`src/rtl/remote_key_rx.sv`:
```
module remote_key_rx #(
  parameter int unsigned BAUD_DIV   = 326,
  parameter int unsigned GAP_CYCLES = 37_500_000
) (
  input  logic       clk_i,
  input  logic       rst_ni,
  input  logic       rx_i,
  output logic       key_vld_o,
  output logic [2:0] key_o,
  output logic       rpt_o,
  output logic       ferr_o
);
  localparam int DW = $clog2(BAUD_DIV + 1);
  localparam int GW = $clog2(GAP_CYCLES + 1);

  typedef enum logic [2:0] {S_IDLE, S_START, S_DATA, S_STOP, S_HOLD} st_t;

  st_t          st;
  logic [1:0]   sync;
  logic [DW-1:0] div_cnt;
  logic [3:0]   ph;
  logic [1:0]   smp;
  logic [2:0]   nbit;
  logic [7:0]   sh;
  logic [GW-1:0] gap;
  logic [2:0]   last_key;
  logic         seen;
  logic [2:0]   idx;

  wire rx_s = sync[1];
  wire tick = (div_cnt == DW'(BAUD_DIV - 1));
  wire mid  = tick && (ph == 4'd8);
  wire maj  = (smp[1] & smp[0]) | (smp[1] & rx_s) | (smp[0] & rx_s);
  wire hit  = (sh[7:6] == 2'b11) && $onehot(sh[5:0]);
  wire stop_mid = (st == S_STOP) && mid;
  wire ev   = stop_mid && maj && hit;

  always_comb begin
    idx = 3'd0;
    for (int i = 0; i < 6; i++)
      if (sh[i]) idx = 3'(i);
  end

  always_ff @(posedge clk_i) begin
    if (!rst_ni) begin
      sync    <= 2'b11;
      div_cnt <= '0;
    end else begin
      sync    <= {sync[0], rx_i};
      div_cnt <= tick ? '0 : div_cnt + 1'b1;
    end
  end

  always_ff @(posedge clk_i) begin
    if (!rst_ni) begin
      st   <= S_IDLE;
      ph   <= '0;
      smp  <= 2'b11;
      nbit <= '0;
      sh   <= '0;
    end else begin
      if (tick) smp <= {smp[0], rx_s};
      case (st)
        S_IDLE: if (tick && !rx_s) begin
          st <= S_START;
          ph <= 4'd1;
        end
        S_HOLD: if (rx_s) st <= S_IDLE;
        default: if (tick) begin
          ph <= ph + 4'd1;
          if (ph == 4'd8) begin
            case (st)
              S_START: if (maj) st <= S_IDLE;
                       else begin st <= S_DATA; nbit <= '0; end
              S_DATA: begin
                sh   <= {maj, sh[7:1]};
                nbit <= nbit + 3'd1;
                if (nbit == 3'd7) st <= S_STOP;
              end
              default: st <= maj ? S_IDLE : S_HOLD;
            endcase
          end
        end
      endcase
    end
  end

  always_ff @(posedge clk_i) begin
    if (!rst_ni) begin
      key_vld_o <= 1'b0;
      ferr_o    <= 1'b0;
      key_o     <= '0;
      rpt_o     <= 1'b0;
      last_key  <= '0;
      seen      <= 1'b0;
      gap       <= '0;
    end else begin
      key_vld_o <= ev;
      ferr_o    <= stop_mid && !maj;
      if (ev) begin
        key_o    <= idx;
        rpt_o    <= seen && (idx == last_key) && (gap < GW'(GAP_CYCLES));
        last_key <= idx;
        seen     <= 1'b1;
        gap      <= '0;
      end else if (gap != GW'(GAP_CYCLES)) begin
        gap <= gap + 1'b1;
      end
    end
  end
endmodule

```
`config.mk`:
```
export PLATFORM = sky130hd
export DESIGN_NAME = remote_key_rx
export DESIGN_NICKNAME = d
export VERILOG_FILES = /design/src/rtl/remote_key_rx.sv
export SDC_FILE = /design/constraint.sdc
export NUM_CORES = 1
export LEC_CHECK = 0
export ABC_CLOCK_PERIOD_IN_PS = 3400
export BUFFER_PORTS_ARGS = -buffer_cell sky130_fd_sc_hd__buf_2
export CAP_MARGIN = 10
export CORE_UTILIZATION = 35
export DETAILED_ROUTE_END_ITERATION = 8
export GPL_TIMING_DRIVEN = 0
export PLACE_DENSITY = 0.46
export SLEW_MARGIN = 20
export SYNTH_ARGS = -nofsm -noshare
export SYNTH_HDL_FRONTEND = slang
export SYNTH_SLANG_ARGS = --single-unit
```
`constraint.sdc`:
```
create_clock -name clk_i -period 3.4 [get_ports clk_i]
set_input_delay 0.51 -clock clk_i [delete_from_list [all_inputs] [get_ports clk_i]]
set_output_delay 0.51 -clock clk_i [all_outputs]
set_load 0.05 [all_outputs]
```
# Word-level counts from Yosys, hierarchy flattened
# Cells that the tools add are included.
word_totals:
  regBits: 64
  inputBits: 3
  out_inout_bits: 6
  elab_cells: 88
op_classes:
  add_sub_neg: 9
  order_cmp: 1
  eq_ne: 15
  n_mux: 19
  bitwise: 8
  reduce_logical: 23
ops:
  columns: ["cell", "count"]
  rows:
  - ["3-bit 2-to-1 mux", 11]
  - ["26-bit by 1-bit adder with 26-bit output (second input constant)", 1]
  - ["26-bit less-than comparator (second input constant)", 1]
  - ["26-bit != test (second input constant)", 1]
  - ["3-bit case mux with 2 select lines", 3]
  - ["5-bit AND reduction", 2]
  - ["9-bit by 1-bit adder with 9-bit output (second input constant)", 1]
  - ["9-bit equality test (second input constant)", 1]
  - ["1-bit logical AND", 9]
  - ["4-bit 2-to-1 mux", 2]
  - ["4-bit case mux with 2 select lines", 1]
  - ["1-bit by 1-bit adder with 2-bit output", 3]
  - ["3-bit by 1-bit equality test with 1-bit output (second input constant)", 2]
  - ["3-bit by 2-bit equality test with 1-bit output (second input constant)", 2]
  - ["3-bit equality test (second input constant)", 2]
  - ["2-bit != test (second input constant)", 3]
  - ["3-bit nonzero test", 2]
  - ["2-bit OR reduction", 3]
  - ["4-bit by 1-bit adder with 4-bit output (second input constant)", 1]
  - ["4-bit equality test (second input constant)", 1]
  - ["4-bit by 2-bit != test with 1-bit output (second input constant)", 1]
  - ["4-bit AND reduction", 1]
  - ["2-bit nonzero test", 2]
  - ["2-bit by 2-bit adder with 3-bit output", 1]
  - ["other kinds (12)", 18]

# Depth between registers and ports, before layout
depth:
  ltp_word: 8
  mapped_depth: 11
  ltp_nobuf: 10

# Least setup slack after synthesis
# Ideal clock, no wire load.
synth_timing:
  path_kind: "reg-to-reg"
  startpoint: "reg sh[3]"
  endpoint: "reg gap[24]"
  setup_ns: 0.130
  arrival_ns: 2.983
  setup_slack_ns: 0.288
  path_stages_with_launch: 12
  path_cell_list: "dfxtp_1 inv_1 fa_1 fa_1 inv_1 ha_1 fa_1 nor4bb_1 nand3_1 o21ai_2 buf_2 a21oi_1"
synth_via:
  elab_chain_len: 7
synth_lines:
  columns: ["element", "line", "rtl"]
  rows:
  - ["start: declaration", "24", "logic [7:0] sh;"]
  - ["start signal: assignment", "76", "sh <= {maj, sh[7:1]};"]
  - ["1-bit by 1-bit adder with 2-bit output (implied by the code)", "34", "wire hit = (sh[7:6] == 2'b11) && $onehot(sh[5:0]);"]
  - ["2-bit by 2-bit adder with 3-bit output (implied by the code)", "34", null]
  - ["3-bit by 2-bit adder with 3-bit output (implied by the code)", "34", null]
  - ["3-bit by 1-bit equality test with 1-bit output", "34", null]
  - ["1-bit logical AND", "34", null]
  - ["1-bit logical AND", "36", "wire ev = stop_mid && maj && hit;"]
  - ["2-bit OR reduction (no line)", null, null]
  - ["end signal: assignment", "107", "gap <= gap + 1'b1;"]
  - ["end: declaration", "25", "logic [GW-1:0] gap;"]
# Every way passes these cells.
# A chain may end at the register's enable or synchronous reset.

# Final worst setup path
layout_timing:
  startpoint: "reg sh[1]"
  endpoint: "reg last_key[2]"
layout_via:
  elab_chain_len: 6
layout_lines:
  columns: ["element", "line", "rtl"]
  rows:
  - ["1-bit by 1-bit adder with 2-bit output (implied by the code)", "34", null]
  - ["2-bit by 2-bit adder with 3-bit output (implied by the code)", "34", null]
  - ["3-bit by 2-bit adder with 3-bit output (implied by the code)", "34", null]
  - ["3-bit by 1-bit equality test with 1-bit output", "34", null]
  - ["1-bit logical AND", "34", null]
  - ["1-bit logical AND", "36", null]
  - ["end signal: assignment", "103", "last_key <= idx;"]
  - ["end: declaration", "26", "logic [2:0] last_key;"]
# Every way passes these cells.

==> results.md <==
* Area leader, netlist: dfxtp_1
* Core ar. at 8891 µm²
* Library cells used by synthesis at 59
* Max-cap violations at 0
* I/O Buffers at 8
* VDD IR max at 0.2079 mV
* # diodes at 0
* Largest net degree at the start of global routing at 11
* Total gr overflow at 0
* Met2 usage at 0.2431
* Final setup violation count at 0
* Post-synth ARST share at 0
* Rel. slew slack at 0.5683
* DP HPWL at 5002 µm
* Reg2Reg Depth at 10
* CTS HTree Levels at 3
* Worst Hold Class: in -> reg
* Die Y at 98.91 µm
* I/O Pins at 9
* Avg Vias per Cell at 5.394
* Total Routing Usage GR at 0.1629
* Register area share after synthesis at 0.3898
* Crit end category: register
* Top FF cell, synth: dfxtp_1
* DRT antenna net count at 0
* Outcome: finished clean
* Layout area overhead at 13.32%
* Syn nets at 392
* GR peak layer: met2
* Pins Over Slew Limit at 0
* Die ar. at 9782 µm²
* Root Driver: clkbuf_8
* RR Startpoint: sh[1]
* Hold path start: rx_i
* First-pass GRT wire length at 12770 µm
* Post-synth EDFFs at 0
* Routability cong. at 0.7613
* Fillcell total at 909
* PD cells at 405.1 nW/µm²
* CP Data Required Time at 3.64 ns
* Synth Register Bits at 64
* Crit path DAT at 3.50 ns
* Critical path class: reg -> reg
* Worst Path Max Fanout at 6
* Clock slew at reported path FFs at 0.07 ns
* Core Rows at 34
* TritonRoute pass-1 iters at 4
* Slew @ Worst Pin at 0.6461 ns
* R2R setup slack at 0.14 ns
* Final Cycle Share at 0.9583
* Post-Route WL at 7166 µm
* Post-synth top area share at 0.3898
* Vias in the first global route at 2683
* R2R Path End: last_key[2]
* Latest clock arrival within the worst-skew pair at 0.34 ns
* Crit path launch type: register
* Post-synth top cells: dfxtp_1 (64), nor2_1 (39), nand3_1 (26), a21oi_1 (21), inv_1 (21)
* Die W at 98.91 µm
* Final core occ at 0.4189
* Synth area leaders: dfxtp_1 (39%), nor2_1 (4.5%), nand3_1 (4.0%), xor2_1 (3.5%), ha_1 (3.4%)
* Leak pwr at 1.376 nW
* Count leader, synth: dfxtp_1
* Fmax at 306.9 MHz
* # clock sinks at 64
* Max Root-Sink Buffers at 2
* Final hold slack at 0.3518 ns
* Hold endpoint: sync[0]
* Total number of vias at 2767
* Wire per inst at 13.97 µm
* # hold bufs at CTS at 0
* Nets@finish at 415
* Avg Inst Size Synth at 8.719 µm²
* Met3 Usage GRT at 0.04113
* Unrepaired setup endpoints after global routing: false
* Hold depth at 2
* Initial DRC count at 112
* TritonCTS Buffers at 9
* Tmin final at 3.258 ns
* # DRC at 0
* Ratio of cells with drive above 1 in the final layout at 0.1259
* Mapped Area at 3287 µm²
* Yosys warning count at 0
* CTS tree: yes
* Met1 Track Usage GR at 0.2250
* Post-Synthesis Cells at 377
* Initial Utilization at 0.3697
* Initial antenna violation count at 0
* Final hold vios at 0
* Clk_skew at 0.008988 ns
-- critical path: stages (launching register included) --
cell      delay, ns
dfxtp_2        0.36
inv_1          0.06
fa_1           0.46
fa_1           0.49
inv_1          0.05
ha_1           0.18
fa_1           0.47
nor4bb_2       0.31
nand3_2        0.19
or4_1          0.44
o211a_1        0.14
-- where the power goes --
part	total, mW	switching, mW	internal (mW)	leakage [nW]
clock network	0.673	0.296	0.377	0.103
registers	0.769	0.0103	0.759	0.518
logic	0.0665	0.0416	0.0249	0.754
-- cell usage in the layout, fill, tap and decap left out, types with 3 or more instances in the layout --
| master | n |
|---|---|
| a21oi_1 | 21 |
| and3_1 | 7 |
| and4_1 | 4 |
| buf_2 | 11 |
| buf_4 | 4 |
| clkbuf_1 | 15 |
| clkbuf_8 | 11 |
| dfxtp_1 | 62 |
| fa_1 | 3 |
| ha_1 | 9 |
| inv_1 | 21 |
| mux2i_1 | 11 |
| nand2_1 | 16 |
| nand2b_1 | 4 |
| nand3_1 | 25 |
| nand4_1 | 15 |
| nor2_1 | 39 |
| nor3_1 | 7 |
| nor3b_1 | 3 |
| nor4_1 | 7 |
| o211ai_1 | 3 |
| o21a_1 | 3 |
| o21ai_0 | 11 |
| o31ai_1 | 7 |
| o41ai_1 | 3 |
| or2_2 | 3 |
| or3_1 | 7 |
| or4_1 | 9 |
| xnor2_1 | 5 |
| xor2_1 | 13 |
-- sequential cells by signal (all words and copies together), names as in the netlist --
register,count
gap,26
div_cnt,9
sh,8
ph,4
last_key,3
nbit,3
st,3
smp,2
sync,2
ferr_o,1
key_vld_o,1
rpt_o,1
seen,1
-- timing repair --
item                       in CTS  in global routing
setup endpoints to repair      20                 25
setup buffers                   1                  3
pin swaps                       2                  3
cloned                          0                  0
gates resized for setup         4                  5
-- through the flow --
stage / cell area, µm² / std cells / total power, mW / setup slack (ns) / TNS (ns)
detailed placement: 3462 / 493 / 0.8499 / -0.1778 / -3.194
global route: 3725 / 513 / 1.581 / 0.03050 / 0
CTS: 3686 / 510 / 1.532 / 0.01111 / 0
finish: 3725 / 513 / 1.509 / 0.1416 / 0
global placement: 3462 / 493 / 0.8491 / -0.1280 / -2.355
floorplan: 3287 / 377 / 0.8306 / 0.2876 / 0
-- layer usage --
layer  wire [µm]  vias up
met3         222        7
met2        3015       27
li1            -     1427
met4          82        0
met1        3844     1306
met5           0        -
-- cell families (layout without fill, tap and decap cells) --
kind of cell,count (synthesis),count (layout),synth area share
AOI/OAI and AO/OA,66,66,0.1351
xor gates and xnor gates,18,18,0.04796
adders and majority gates,13,13,0.05558
buffers and inverters,39,67,0.04644
DFF,64,64,0.3898
muxes,11,11,0.03350
and+or+nand+nor,166,166,0.2916
-- worst max-delay path by stage --
stage	depth (start not counted)	start	slack [ns]	to
after floorplan	11	sh[3]	0.29	gap[24]
after global placement	11	sh[3]	-0.13	gap[24]
after detailed placement	11	sh[1]	-0.18	gap[13]
after CTS	11	sh[3]	0.01	gap[24]
after global routing	10	sh[1]	0.03	last_key[2]
final	10	sh[1]	0.14	last_key[2]
-- final cells by class --
cell class / instances / area, µm² / area share
well taps: 108 / 135.1 / 0.03628
inverters: 21 / 78.83 / 0.02116
multi-input cells: 274 / 1872 / 0.5025
plain buffers: 18 / 86.33 / 0.02318
clock inverters: 3 / 40.04 / 0.01075
clock buffers: 13 / 158.9 / 0.04266
flip-flops and latches: 64 / 1284 / 0.3446
repair buffers: 12 / 70.07 / 0.01881
Power figures use the tool's default switching activity.
